File: config.mk
export PLATFORM = sky130hd
export DESIGN_NAME = uart_rx_err_status
export DESIGN_NICKNAME = d
export VERILOG_FILES = /design/src/rtl/uart_rx_err_pkg.sv /design/src/rtl/rx_err_fifo.sv /design/src/rtl/rx_err_stat.sv /design/src/rtl/uart_rx_err_status.sv
export SDC_FILE = /design/constraint.sdc
export NUM_CORES = 1
export LEC_CHECK = 0
export BUFFER_PORTS_ARGS = -buffer_cell sky130_fd_sc_hd__buf_2
export CORE_ASPECT_RATIO = 0.7
export CORE_MARGIN = 10
export CORE_UTILIZATION = 30
export CTS_BUF_LIST = sky130_fd_sc_hd__clkbuf_4
export CTS_CLUSTER_DIAMETER = 30
export CTS_CLUSTER_SIZE = 8
export DETAILED_ROUTE_END_ITERATION = 7
export GPL_ROUTABILITY_DRIVEN = 0
export PLACE_DENSITY = 0.5
export SETUP_SLACK_MARGIN = 0.02
export SYNTH_ARGS = -nofsm -noshare
export SYNTH_HDL_FRONTEND = slang
export SYNTH_HIERARCHICAL = 1
export SYNTH_SLANG_ARGS = --single-unit
File: constraint.sdc
create_clock -name clk_i -period 6.5 [get_ports clk_i]
set_input_delay 0.65 -clock clk_i [delete_from_list [all_inputs] [get_ports clk_i]]
set_output_delay 0.65 -clock clk_i [all_outputs]
set_load 0.02 [all_outputs]
File: src/rtl/uart_rx_err_pkg.sv
package uart_rx_err_pkg;
  // bit 0 framing, bit 1 parity, bit 2 break
  typedef struct packed {
    logic brk;
    logic par;
    logic frm;
  } rx_flags_t;

  localparam int unsigned FLAGS_W = 3;
  localparam int unsigned STAT_W  = 4;
  localparam int unsigned STAT_OVR = 3;
endpackage

File: src/rtl/rx_err_fifo.sv
module rx_err_fifo #(
  parameter int unsigned WIDTH = 11,
  parameter int unsigned DEPTH = 16
) (
  input  logic             clk_i,
  input  logic             rst_ni,
  input  logic             push_i,
  input  logic [WIDTH-1:0] wdata_i,
  input  logic             pop_i,
  output logic [WIDTH-1:0] head_o,
  output logic             empty_o,
  output logic             full_o
);
  localparam int unsigned PTR_W = (DEPTH > 1) ? $clog2(DEPTH) : 1;
  localparam int unsigned CNT_W = $clog2(DEPTH + 1);
  localparam logic [PTR_W-1:0] LAST = PTR_W'(DEPTH - 1);
  localparam logic [CNT_W-1:0] FULL_CNT = CNT_W'(DEPTH);

  logic [WIDTH-1:0] mem_q [DEPTH];
  logic [PTR_W-1:0] wr_q, rd_q;
  logic [CNT_W-1:0] cnt_q;
  logic do_push, do_pop;

  assign empty_o = (cnt_q == '0);
  assign full_o  = (cnt_q == FULL_CNT);
  assign do_pop  = pop_i & ~empty_o;
  assign do_push = push_i & (~full_o | do_pop);
  assign head_o  = mem_q[rd_q];

  always_ff @(posedge clk_i) begin
    if (do_push) mem_q[wr_q] <= wdata_i;
  end

  always_ff @(posedge clk_i or negedge rst_ni) begin
    if (!rst_ni) begin
      wr_q  <= '0;
      rd_q  <= '0;
      cnt_q <= '0;
    end else begin
      if (do_push) wr_q <= (wr_q == LAST) ? '0 : wr_q + 1'b1;
      if (do_pop)  rd_q <= (rd_q == LAST) ? '0 : rd_q + 1'b1;
      case ({do_push, do_pop})
        2'b10:   cnt_q <= cnt_q + 1'b1;
        2'b01:   cnt_q <= cnt_q - 1'b1;
        default: cnt_q <= cnt_q;
      endcase
    end
  end
endmodule

File: src/rtl/rx_err_stat.sv
module rx_err_stat
  import uart_rx_err_pkg::*;
(
  input  logic              clk_i,
  input  logic              rst_ni,
  input  logic              capture_i,
  input  rx_flags_t         flags_i,
  input  logic              ovr_set_i,
  input  logic              clear_i,
  output logic [STAT_W-1:0] stat_o
);
  rx_flags_t flags_q;
  logic      ovr_q;

  always_ff @(posedge clk_i or negedge rst_ni) begin
    if (!rst_ni) begin
      flags_q <= '0;
      ovr_q   <= 1'b0;
    end else begin
      if (clear_i)        flags_q <= '0;
      else if (capture_i) flags_q <= flags_i;
      // set beats clear so the event is never lost
      if (ovr_set_i)      ovr_q <= 1'b1;
      else if (clear_i)   ovr_q <= 1'b0;
    end
  end

  assign stat_o = {ovr_q, flags_q};
endmodule

File: src/rtl/uart_rx_err_status.sv
module uart_rx_err_status
  import uart_rx_err_pkg::*;
#(
  parameter int unsigned DATA_W   = 8,
  parameter int unsigned DEPTH    = 16,
  parameter int unsigned ADDR_W   = 12,
  parameter int unsigned BUS_W    = 32,
  parameter int unsigned OFF_DATA = 'h000,
  parameter int unsigned OFF_STAT = 'h004
) (
  input  logic              clk_i,
  input  logic              rst_ni,
  input  logic              rx_valid_i,
  input  logic [DATA_W-1:0] rx_data_i,
  input  logic              rx_frm_err_i,
  input  logic              rx_par_err_i,
  input  logic              rx_brk_i,
  input  logic              bus_req_i,
  input  logic              bus_we_i,
  input  logic [ADDR_W-1:0] bus_addr_i,
  input  logic [BUS_W-1:0]  bus_wdata_i,
  output logic [BUS_W-1:0]  bus_rdata_o
);
  localparam int unsigned ENT_W = DATA_W + FLAGS_W;
  localparam int unsigned DRD_W = DATA_W + STAT_W;

  logic [ENT_W-1:0]  in_ent, head_ent;
  logic              fifo_empty, fifo_full;
  logic              rd_data, rd_stat, pop, clr, ovr_evt;
  rx_flags_t         in_flags, head_flags;
  logic [STAT_W-1:0] stat_q;
  logic [BUS_W-1:0]  unused_wdata;

  assign unused_wdata = bus_wdata_i;

  assign rd_data = bus_req_i & ~bus_we_i & (bus_addr_i == ADDR_W'(OFF_DATA));
  assign rd_stat = bus_req_i & ~bus_we_i & (bus_addr_i == ADDR_W'(OFF_STAT));
  assign clr     = bus_req_i &  bus_we_i & (bus_addr_i == ADDR_W'(OFF_STAT));
  assign pop     = rd_data & ~fifo_empty;
  assign ovr_evt = rx_valid_i & fifo_full & ~pop;

  assign in_flags = '{brk: rx_brk_i, par: rx_par_err_i, frm: rx_frm_err_i};
  assign in_ent   = {in_flags, rx_data_i};
  assign head_flags = rx_flags_t'(head_ent[ENT_W-1:DATA_W]);

  rx_err_fifo #(.WIDTH(ENT_W), .DEPTH(DEPTH)) u_fifo (
    .clk_i   (clk_i),
    .rst_ni  (rst_ni),
    .push_i  (rx_valid_i),
    .wdata_i (in_ent),
    .pop_i   (pop),
    .head_o  (head_ent),
    .empty_o (fifo_empty),
    .full_o  (fifo_full)
  );

  rx_err_stat u_stat (
    .clk_i     (clk_i),
    .rst_ni    (rst_ni),
    .capture_i (pop),
    .flags_i   (head_flags),
    .ovr_set_i (ovr_evt),
    .clear_i   (clr),
    .stat_o    (stat_q)
  );

  always_comb begin
    bus_rdata_o = '0;
    if (pop)
      bus_rdata_o = BUS_W'({stat_q[STAT_OVR], head_ent});
    else if (rd_stat)
      bus_rdata_o = BUS_W'(stat_q);
  end

  if (DRD_W > BUS_W) begin : g_width_bad
    initial $error("bus too narrow");
  end
endmodule

==> impl_metrics.csv <==
group,metric,value,unit
run_status,status,"finished clean",
worst_setup_path,r2r_slack,2890,ps
global_route,grt_pass1_vias,4402,
hold_path,min_path_cells,1,
route,firstDrtPassIters,4,
logic_synthesis,synth_ff_type,"edfxtp_1",
clocking,cts.hold.buffers_added,1,
worst_setup_path,startpoint_type,"flop",
sta,setup_violations,0,
sta,drv_slew,0,
sta,hold_viol,0,
placement,portBuffers,39,
layout,antenna_cells,0,
sta,min_period,4180,ps
global_route,grt_max_degree,48,
route,wl,17900,um
hold_path,holdCritPathClass,"in2reg",
global_route,antenna_found_initial,0,
layout,ff_latch_area,5710,um2
hold_path,hold_end,"u_fifo/mem_q[2][7]$_DFFE_PP_",
clocking,clk_path_buf_depth,2,
floorplan,die_w,217,um
clocking,clkLatencyLatePin,580,ps
logic_synthesis,synth_area_leaders,"edfxtp_1, mux4_2, dfrtp_1, a22oi_1, buf_4",
logic_synthesis,synth_seq_cells,193,
sta,skew,19.6,ps
floorplan,boundaryPins,92,
worst_setup_path,critPathRequiredTime,5850,ps
sta,fmaxAchievable,239,MHz
sta,rsz0062_at_grt,"no",
layout,num-fill-cells,2580,
worst_setup_path,cp_max_fo,31,
route,dr.first_iter.drc_count,292,
global_route,grt-ovfl-total,0,
worst_setup_path,crit_path_start,"u_fifo/rd_q[0]$_DFFE_PN0N_",
clocking,cts-root-buf,"clkbuf_4",
worst_setup_path,arrival,3530,ps
clocking,cts_setup_buffers,0,
route,wire_per_inst,20.2,um
logic_synthesis,synth_edf_count,176,
route,final_antenna_net_count,0,
layout,area_growth,11.7,%
clocking,cts.sinks,193,
worst_setup_path,r2r.worst_path.cells,12,
flow_run,maxCapViolations,0,
layout,multi_input_area,2270,um2
clocking,htreeDepth,4,
clocking,cts_resized,0,
global_route,grt_use_total,10.8,%
global_route,grt_pass1_wl,27200,um
layout,drive_gt1_share,28.0,%
logic_synthesis,synth_area,8160,um2
route,num_vias,4139,
logic_synthesis,synth_top_cell_area_share,64.8,%
pwr,power_density,290,nW/um2
logic_synthesis,yosysUniqueCellTypes,49,
worst_setup_path,worstSetupPathType,"reg2out",
pwr,p_leak,3.04,nW
sta,slew_headroom,20.9,%
route,viasPerCell,4.67,
logic_synthesis,synth.avg_cell_area,17.8,um2
clocking,cts_tree,"built",
layout,fin_nets,578,
worst_setup_path,reg2reg_from,"u_fifo/cnt_q[0]$_DFFE_PN0P_",
floorplan,start_util,30.5,%
logic_synthesis,yosysWarnings,6,
floorplan,rows,50,
logic_synthesis,synthArstFlopShare,8.81,%
placement,preCtsSetupSlack,2840,ps
sta,min_period_over_period,64.3,%
route,drc,0,
hold_path,min_from,"rx_data_i[7]",
floorplan,die_y,158,um
sta,finalSetupTns,0,ps
worst_setup_path,timing.critical_path.to_type,"primary output",
floorplan,coreArea,26800,um2
logic_synthesis,yosysSeqAreaShare,70.0,%
sta,layout_setup_ws,2320,ps
sta,tightest_slew,1180,ps
floorplan,design.die.area,34300,um2
placement,hpwl,11500,um
logic_synthesis,syn_inst,458,
clocking,cts_buffers,17,
pwr,vdd_drop_max,0.118,mV
clocking,path_clk_slew,170,ps
logic_synthesis,yosysTopAreaCell,"edfxtp_1",
worst_setup_path,rr_endpoint,"u_fifo/cnt_q[4]$_DFFE_PN0P_",
layout,post-route-util,34.0,%
==> area by class of cell <==
cell class              count  area share (%)
flip-flops and latches    193            62.7
multi-input cells         234            24.9
well taps                 364            5.00
repair buffers             56            3.57
clock inverters            15            2.17
clock buffers              17            1.40
inverters                   7           0.288
==> worst max-delay path by stage <==
| stage | endpoint |
|---|---|
| 2_1_floorplan | u_fifo/cnt_q[4]$_DFFE_PN0P_ |
| 3_3_place_gp | bus_rdata_o[8] |
| 3_5_place_dp | bus_rdata_o[8] |
| 4_1_cts | bus_rdata_o[8] |
| 5_1_grt | bus_rdata_o[3] |
| 6_report | bus_rdata_o[3] |
==> cell usage after synthesis, types with 3 or more instances <==
master    count
nor3_1        9
nand3_1       5
mux2_1        3
buf_4        24
and2_1       11
xor2_1        3
mux4_2       44
edfxtp_1    176
o21ai_0       4
nor2_1       27
inv_1         7
ha_1          8
nand2_1      21
mux2i_1       4
buf_2         6
a21o_1        7
clkbuf_1     13
a22oi_1      26
a21oi_1       4
dfrtp_1      17
nand2b_1      4
==> registers in the layout (all words and copies together) (netlist names) <==
signal,cells
u_fifo/mem_q,176
u_fifo/cnt_q,5
u_fifo/rd_q,4
u_fifo/wr_q,4
u_stat/stat_o,3
u_stat/ovr_q,1
==> metal layers <==
layer | up-vias | global-route usage, % | wire length (um)
met5 | - | 0 | 0
met1 | 2157 | 14.6 | 8320
met4 | 0 | 1.83 | 105
met3 | 6 | 4.04 | 1340
li1 | 1888 | - | -
met2 | 88 | 16.4 | 8180
==> power by group <==
part | total (mW) | internal [mW] | leakage (nW) | switching, mW
Sequential | 1.56 | 1.49 | 1.80 | 0.0752
Combinational | 0.370 | 0.141 | 1.06 | 0.229
Clock | 0.709 | 0.279 | 0.168 | 0.430
==> cells in the final DEF, fill, tap and decap left out, types with 4 or more instances in the layout <==
cell type  netlist  final
a22oi_1         26     26
buf_2            6     39
nand2b_1         4      4
mux4_2          44     44
o21ai_0          4      4
nor3_2           0      6
inv_6            0      4
a21oi_1          4      4
conb_1           1     20
and2_1          11     11
nand2_1         21     21
clkinv_4         0      4
dfrtp_1         17     15
clkbuf_4         0     17
buf_4           24     16
edfxtp_1       176    176
mux2i_1          4      4
inv_1            7      7
nand3_1          5      5
nor2_1          27     27
a21o_1           7      7
ha_1             8      8
==> per-stage QoR <==
stage	hold WS (ps)	std cells	cell area (um2)	power [mW]
after floorplan	354	477	8230	1.83
after global placement	505	853	8780	1.94
after detailed placement	514	853	8780	1.96
after CTS	380	886	9110	2.67
after global routing	367	886	9110	2.78
final	436	886	9110	2.64
==> logic make-up after synthesis <==
logic type,after synthesis,share of synthesized area [%]
flops,193,70.0
compound gates,55,5.01
xor+xnor,5,0.537
buf+inv,50,3.50
fa+ha+maj,9,1.47
other cells,1,0.0459
mux,52,13.2
simple gates,93,6.29
==> critical path, cell delays in order (launching register included) <==
cell and delay, ps:
dfrtp_2 770, buf_4 630, mux4_2 580, a22oi_1 350, nand2_1 190, a22oi_1 180, nor2_1 60, buf_2 160
No activity file was read; power rests on OpenSTA's default activity.
